==> src/rtl/act_mon_pkg.sv <==
package act_mon_pkg;
  localparam int unsigned DATA_W = 32;
  localparam int unsigned ADDR_W = 8;
  localparam int unsigned PER_W  = 8;
  localparam int unsigned FRAC_W = 8;

  localparam logic [ADDR_W-1:0] OFS_CTRL   = 8'h00;
  localparam logic [ADDR_W-1:0] OFS_COUNT  = 8'h18;
  localparam logic [ADDR_W-1:0] OFS_STAT   = 8'h20;
  localparam logic [ADDR_W-1:0] OFS_WEIGHT = 8'h24;
  localparam logic [ADDR_W-1:0] OFS_TICK   = 8'h28;

  localparam int unsigned BIT_GLOB = 31;
  localparam int unsigned BIT_IRQ  = 15;
  localparam int unsigned BIT_PER  = 13;
  localparam int unsigned BIT_EOW  = 27;
  localparam int unsigned BIT_SLOW = 2;

  localparam logic [DATA_W-1:0] WEIGHT_RST = 32'h0000_0100;

  typedef struct packed {
    logic             glob_en;
    logic             irq_en;
    logic             per_en;
    logic [PER_W-1:0] period;
  } ctrl_t;
endpackage

==> src/rtl/act_mon_regs.sv <==
module act_mon_regs
  import act_mon_pkg::*;
#(
  parameter int unsigned DW = DATA_W
) (
  input  logic              clk_i,
  input  logic              rst_ni,
  input  logic              req_i,
  input  logic              we_i,
  input  logic [ADDR_W-1:0] addr_i,
  input  logic [DW-1:0]     wdata_i,
  input  logic              win_end_i,
  input  logic [DW-1:0]     snap_i,
  output logic [DW-1:0]     rdata_o,
  output ctrl_t             ctrl_o,
  output logic              slow_o,
  output logic [DW-1:0]     weight_o,
  output logic [DW-1:0]     count_o,
  output logic              eow_o
);
  logic  wr_en;
  logic  wr_ctrl, wr_stat, wr_weight, wr_tick;
  ctrl_t ctrl_q;
  logic  slow_q, eow_q;
  logic [DW-1:0] weight_q, count_q;

  assign wr_en     = req_i & we_i;
  assign wr_ctrl   = wr_en && (addr_i == OFS_CTRL);
  assign wr_stat   = wr_en && (addr_i == OFS_STAT);
  assign wr_weight = wr_en && (addr_i == OFS_WEIGHT);
  assign wr_tick   = wr_en && (addr_i == OFS_TICK);

  always_ff @(posedge clk_i or negedge rst_ni) begin
    if (!rst_ni) begin
      ctrl_q   <= '0;
      slow_q   <= 1'b0;
      weight_q <= WEIGHT_RST[DW-1:0];
    end else begin
      if (wr_ctrl) begin
        ctrl_q.glob_en <= wdata_i[BIT_GLOB];
        ctrl_q.irq_en  <= wdata_i[BIT_IRQ];
        ctrl_q.per_en  <= wdata_i[BIT_PER];
        ctrl_q.period  <= wdata_i[PER_W-1:0];
      end
      if (wr_tick)   slow_q   <= wdata_i[BIT_SLOW];
      if (wr_weight) weight_q <= wdata_i;
    end
  end

  // boundary set beats a same-cycle clear
  always_ff @(posedge clk_i or negedge rst_ni) begin
    if (!rst_ni)                         eow_q <= 1'b0;
    else if (win_end_i)                  eow_q <= 1'b1;
    else if (wr_stat && wdata_i[BIT_EOW]) eow_q <= 1'b0;
  end

  always_ff @(posedge clk_i or negedge rst_ni) begin
    if (!rst_ni)        count_q <= '0;
    else if (win_end_i) count_q <= snap_i;
  end

  always_comb begin
    rdata_o = '0;
    unique case (addr_i)
      OFS_CTRL: begin
        rdata_o[BIT_GLOB]    = ctrl_q.glob_en;
        rdata_o[BIT_IRQ]     = ctrl_q.irq_en;
        rdata_o[BIT_PER]     = ctrl_q.per_en;
        rdata_o[PER_W-1:0]   = ctrl_q.period;
      end
      OFS_COUNT:  rdata_o = count_q;
      OFS_STAT:   rdata_o[BIT_EOW] = eow_q;
      OFS_WEIGHT: rdata_o = weight_q;
      OFS_TICK:   rdata_o[BIT_SLOW] = slow_q;
      default:    rdata_o = '0;
    endcase
  end

  assign ctrl_o   = ctrl_q;
  assign slow_o   = slow_q;
  assign weight_o = weight_q;
  assign count_o  = count_q;
  assign eow_o    = eow_q;
endmodule

==> src/rtl/act_mon_window.sv <==
module act_mon_window #(
  parameter int unsigned FAST_LOG2 = 8,
  parameter int unsigned SLOW_LOG2 = 16,
  parameter int unsigned PER_W     = 8
) (
  input  logic             clk_i,
  input  logic             rst_ni,
  input  logic             run_i,
  input  logic             ref_tick_i,
  input  logic             slow_i,
  input  logic [PER_W-1:0] period_i,
  output logic             win_end_o
);
  localparam int unsigned PRE_W = (SLOW_LOG2 > FAST_LOG2) ? SLOW_LOG2 : FAST_LOG2;
  localparam logic [PRE_W-1:0] FAST_LAST = PRE_W'((1 << FAST_LOG2) - 1);
  localparam logic [PRE_W-1:0] SLOW_LAST = PRE_W'((1 << SLOW_LOG2) - 1);

  logic [PRE_W-1:0] pre_q;
  logic [PER_W-1:0] win_q;
  logic             pre_last, tick, win_last;

  // >= keeps a fast-mode switch mid-count from waiting for a full wrap
  assign pre_last = slow_i ? (pre_q == SLOW_LAST) : (pre_q >= FAST_LAST);
  assign tick     = run_i & ref_tick_i & pre_last;
  // period 0 behaves as 1
  assign win_last = ({1'b0, win_q} + 1'b1) >= {1'b0, period_i};
  assign win_end_o = tick & win_last;

  always_ff @(posedge clk_i or negedge rst_ni) begin
    if (!rst_ni) begin
      pre_q <= '0;
      win_q <= '0;
    end else if (!run_i) begin
      pre_q <= '0;
      win_q <= '0;
    end else begin
      if (ref_tick_i) pre_q <= pre_last ? '0 : pre_q + 1'b1;
      if (tick)       win_q <= win_last ? '0 : win_q + 1'b1;
    end
  end
endmodule

==> src/rtl/act_mon_accum.sv <==
module act_mon_accum #(
  parameter int unsigned DW     = 32,
  parameter int unsigned FRAC_W = 8
) (
  input  logic          clk_i,
  input  logic          rst_ni,
  input  logic          run_i,
  input  logic          act_i,
  input  logic [DW-1:0] weight_i,
  input  logic          win_end_i,
  output logic [DW-1:0] snap_o,
  output logic [DW-1:0] acc_int_o
);
  localparam int unsigned ACC_W = DW + FRAC_W;

  logic [ACC_W-1:0] acc_q, acc_nxt, acc_sat;
  logic [ACC_W:0]   sum;

  assign sum     = {1'b0, acc_q} + {{(FRAC_W+1){1'b0}}, weight_i};
  assign acc_sat = sum[ACC_W] ? {ACC_W{1'b1}} : sum[ACC_W-1:0];
  assign acc_nxt = (run_i & act_i) ? acc_sat : acc_q;

  always_ff @(posedge clk_i or negedge rst_ni) begin
    if (!rst_ni)                    acc_q <= '0;
    else if (win_end_i || !run_i)   acc_q <= '0;
    else                            acc_q <= acc_nxt;
  end

  assign snap_o    = acc_nxt[ACC_W-1:FRAC_W];
  assign acc_int_o = acc_q[ACC_W-1:FRAC_W];
endmodule

==> src/rtl/act_mon_top.sv <==
module act_mon_top
  import act_mon_pkg::*;
#(
  parameter int unsigned FAST_LOG2 = 8,
  parameter int unsigned SLOW_LOG2 = 16
) (
  input  logic              clk_i,
  input  logic              rst_ni,
  input  logic              ref_tick_i,
  input  logic              busy_en_i,
  input  logic              req_i,
  input  logic              we_i,
  input  logic [ADDR_W-1:0] addr_i,
  input  logic [DATA_W-1:0] wdata_i,
  output logic [DATA_W-1:0] rdata_o,
  output logic              irq_o
);
  ctrl_t             ctrl;
  logic              slow, run, win_end, irq_en, eow;
  logic [DATA_W-1:0] weight, snap, count_val, acc_int;

  act_mon_regs #(.DW(DATA_W)) u_regs (
    .clk_i    (clk_i),
    .rst_ni   (rst_ni),
    .req_i    (req_i),
    .we_i     (we_i),
    .addr_i   (addr_i),
    .wdata_i  (wdata_i),
    .win_end_i(win_end),
    .snap_i   (snap),
    .rdata_o  (rdata_o),
    .ctrl_o   (ctrl),
    .slow_o   (slow),
    .weight_o (weight),
    .count_o  (count_val),
    .eow_o    (eow)
  );

  assign run    = ctrl.glob_en & ctrl.per_en;
  assign irq_en = ctrl.irq_en;

  act_mon_window #(
    .FAST_LOG2(FAST_LOG2),
    .SLOW_LOG2(SLOW_LOG2),
    .PER_W    (PER_W)
  ) u_window (
    .clk_i     (clk_i),
    .rst_ni    (rst_ni),
    .run_i     (run),
    .ref_tick_i(ref_tick_i),
    .slow_i    (slow),
    .period_i  (ctrl.period),
    .win_end_o (win_end)
  );

  act_mon_accum #(.DW(DATA_W), .FRAC_W(FRAC_W)) u_accum (
    .clk_i    (clk_i),
    .rst_ni   (rst_ni),
    .run_i    (run),
    .act_i    (busy_en_i),
    .weight_i (weight),
    .win_end_i(win_end),
    .snap_o   (snap),
    .acc_int_o(acc_int)
  );

  assign irq_o = eow & irq_en;
endmodule

==> config.mk <==
export PLATFORM = sky130hd
export DESIGN_NAME = act_mon_top
export DESIGN_NICKNAME = d
export VERILOG_FILES = /design/src/rtl/act_mon_pkg.sv /design/src/rtl/act_mon_regs.sv /design/src/rtl/act_mon_window.sv /design/src/rtl/act_mon_accum.sv /design/src/rtl/act_mon_top.sv
export SDC_FILE = /design/constraint.sdc
export NUM_CORES = 1
export LEC_CHECK = 0
export BUFFER_PORTS_ARGS = -buffer_cell sky130_fd_sc_hd__buf_2
export CAP_MARGIN = 20
export CORE_MARGIN = 2
export CORE_UTILIZATION = 61
export CTS_CLUSTER_SIZE = 8
export DETAILED_ROUTE_END_ITERATION = 7
export PLACE_DENSITY = 0.92
export RECOVER_POWER = 100
export SYNTH_ARGS = -nofsm -noshare
export SYNTH_HDL_FRONTEND = slang
export SYNTH_HIERARCHICAL = 1
export SYNTH_SLANG_ARGS = --single-unit
==> constraint.sdc <==
create_clock -name clk_i -period 3.8 [get_ports clk_i]
set_clock_uncertainty 0.05 [all_clocks]
set_input_delay 0.38 -clock clk_i [delete_from_list [all_inputs] [get_ports clk_i]]
set_output_delay 0.38 -clock clk_i [all_outputs]
set_load 0.05 [all_outputs]
==> impl_metrics.ini <==
[setup_path]
cp_cell_sequence = ha_1 > nand3_1 > nor4_1 > and4_1 > nor2_1 > nor3_1 > nand2b_1 > clkbuf_2 > nor3_1
required_ps = 4020
endpoint = u_accum/acc_q[31]
critical_path_class = reg -> reg
cp-end-kind = register
worstReg2RegEnd = u_accum/acc_q[31]
crit_buf_inv = 1
crit-reg2reg-launch = u_window/pre_q[0]
startpoint_type = register
critPathTopFamily = simple AND/OR/NAND/NOR gates
cpMostUsedCell = nor3_1
rr_worst_depth = 9
worstSetupStartpoint = u_window/pre_q[0]
cpPeakStageDelay_ps = 780
critPathMaxFanout = 25
worstPathArrival_ps = 3730
cp.depth = 9
r2r_slack_ps = 290
slowest_stage = nor4_1

[global_routing]
grt_pass1_vias = 7766
antenna_found_initial = 0
grt_pass1_wl_mm = 38.6
grt_overflow = 0
grt_max_degree = 111
track_usage_pct = 30.9

[floorplanning]
die_h_um = 125
start_util_pct = 61.8
core_area_sq_um = 14400
rows = 44
io_pins = 79
die_width_um = 125
dieArea_sq_um = 15500

[final_layout]
synthToLayoutAreaGrowth_pct = 11.5
fin_cells = 1168
regArea_sq_um = 3530
finalInstanceArea_sq_um = 9910
drive_gt1_share_pct = 18.7
multiInputGateArea_sq_um = 4960
nNetsFinal = 1060
antenna_cells = 0
layout_common_cells = 140 x dfrtp_1, 75 x a21oi_1, 73 x mux2_2, 66 x nand2_1, 49 x nor2_1
fillers = 1064
final_common_cell = dfrtp_1

[place]
place_area_sq_um = 9400
dp_cells = 1136
place.gp.congestion = 0.943
io_buffer_count = 78
hpwl_mm = 16.6

[detailed_routing]
ant_nets = 0
drtPass1Iterations = 6
wl_mm = 24.1
avgViaCountPerCell = 6.76
drc = 0
drt_iter0_markers = 1016
via_count = 7899
routedWlPerCell_um = 20.6

[power_and_ir_drop]
clkPwrFrac_pct = 51.1
switching_share_pct = 21.8
p_int_w = 0.00266
leakagePower_nw = 4.61
pwr-share-seq_pct = 45.0
p_total_w = 0.00340
p_switching_w = 0.000741
ir_drop_mv = 0.384
pwr-share-comb_pct = 3.9
power-per-cell-area_nw_per_um2 = 343

[timing]
drv_slew = 144
relSlewSlack_pct = -82.0
holdWs_ps = 130
final-setup-viol-count = 0
grt_setup_unrepaired = no
finalCritPeriodShare_pct = 92.4
hold_violations = 0
worst_pin_slew_ps = 2730
fmax_mhz = 285
finalCriticalPeriod_ps = 3510
tns_ps = 0

[clock_tree]
ctsResizeCount = 0
holdBufCountCts = 0
cts_buffer_depth = 2
cts.sinks = 141
path_clk_slew_ps = 60
cts_tree = built
cts-root-buf = clkbuf_16
cts_setup_buffers = 0
clk_latency_ps = 420
cts_buffers = 17
htreeDepth = 4

[synthesis]
syn_avg_cell_area_sq_um = 9.82
yosysWarnings = 6
syn_inst = 905
synth_area_sq_um = 8880
syn_nets = 994

[status]
violations = max-capacitance violations, max-slew violations
status = complete, but fails checks

[flow_run]
drv_cap = 2

[hold_path]
hold_path_class = in -> reg
-- flip-flops by register name, summed over array words and instances (netlist names) --
register and cells:
u_regs/ctrl_o 11, u_regs/eow_o 1, u_regs/slow_o 1, u_window/win_q 8
u_regs/weight_o 32, u_window/pre_q 16, u_regs/count_o 32, u_accum/acc_q 40
-- layer usage --
layer | vias to the layer above | wire, um | track usage, %
met4 | 0 | 909 | 13.2
met5 | - | 0 | 0
met1 | 3830 | 9910 | 39.3
met2 | 435 | 11500 | 51.3
li1 | 3543 | - | -
met3 | 91 | 1780 | 6.40
-- how the worst min path moves through the flow --
stage	start	end	slack (ps)	depth (start not counted)
floorplan	rst_ni	u_accum/acc_q[0]	30	0
global placement	u_accum/acc_q[0]	u_accum/acc_q[0]	410	2
detailed placement	u_accum/acc_q[5]	u_accum/acc_q[5]	420	2
CTS	rst_ni	u_regs/weight_o[25]	90	1
global route	wdata_i[12]	u_regs/weight_o[12]	120	2
finish	wdata_i[12]	u_regs/weight_o[12]	130	2
-- cell type report --
cell class	count	share of cell area [%]
multi-input cells	681	50.1
inverters	37	1.40
clock buffers	22	4.89
repair buffers	93	4.33
flip-flops and latches	141	35.6
clock inverters	10	1.38
well taps	184	2.32
-- through the flow --
step / worst slack (ps) / util [%]
6_report: 289 / 69.0
5_1_grt: 79.6 / 69.0
4_1_cts: 417 / 69.7
3_5_place_dp: 477 / 65.4
3_3_place_gp: 608 / 65.4
2_1_floorplan: 518 / -
-- power groups by stage --
stage	clock [W]	combinational [W]	sequential (W)
CTS	0.00176	0.000138	0.00153
finish	0.00174	0.000134	0.00153
global route	0.00182	0.000148	0.00153
floorplan	0	0.0000581	0.00155
detailed placement	0	0.000136	0.00156
global placement	0	0.000133	0.00155
Note: power is estimated with default switching activity, not from simulation.
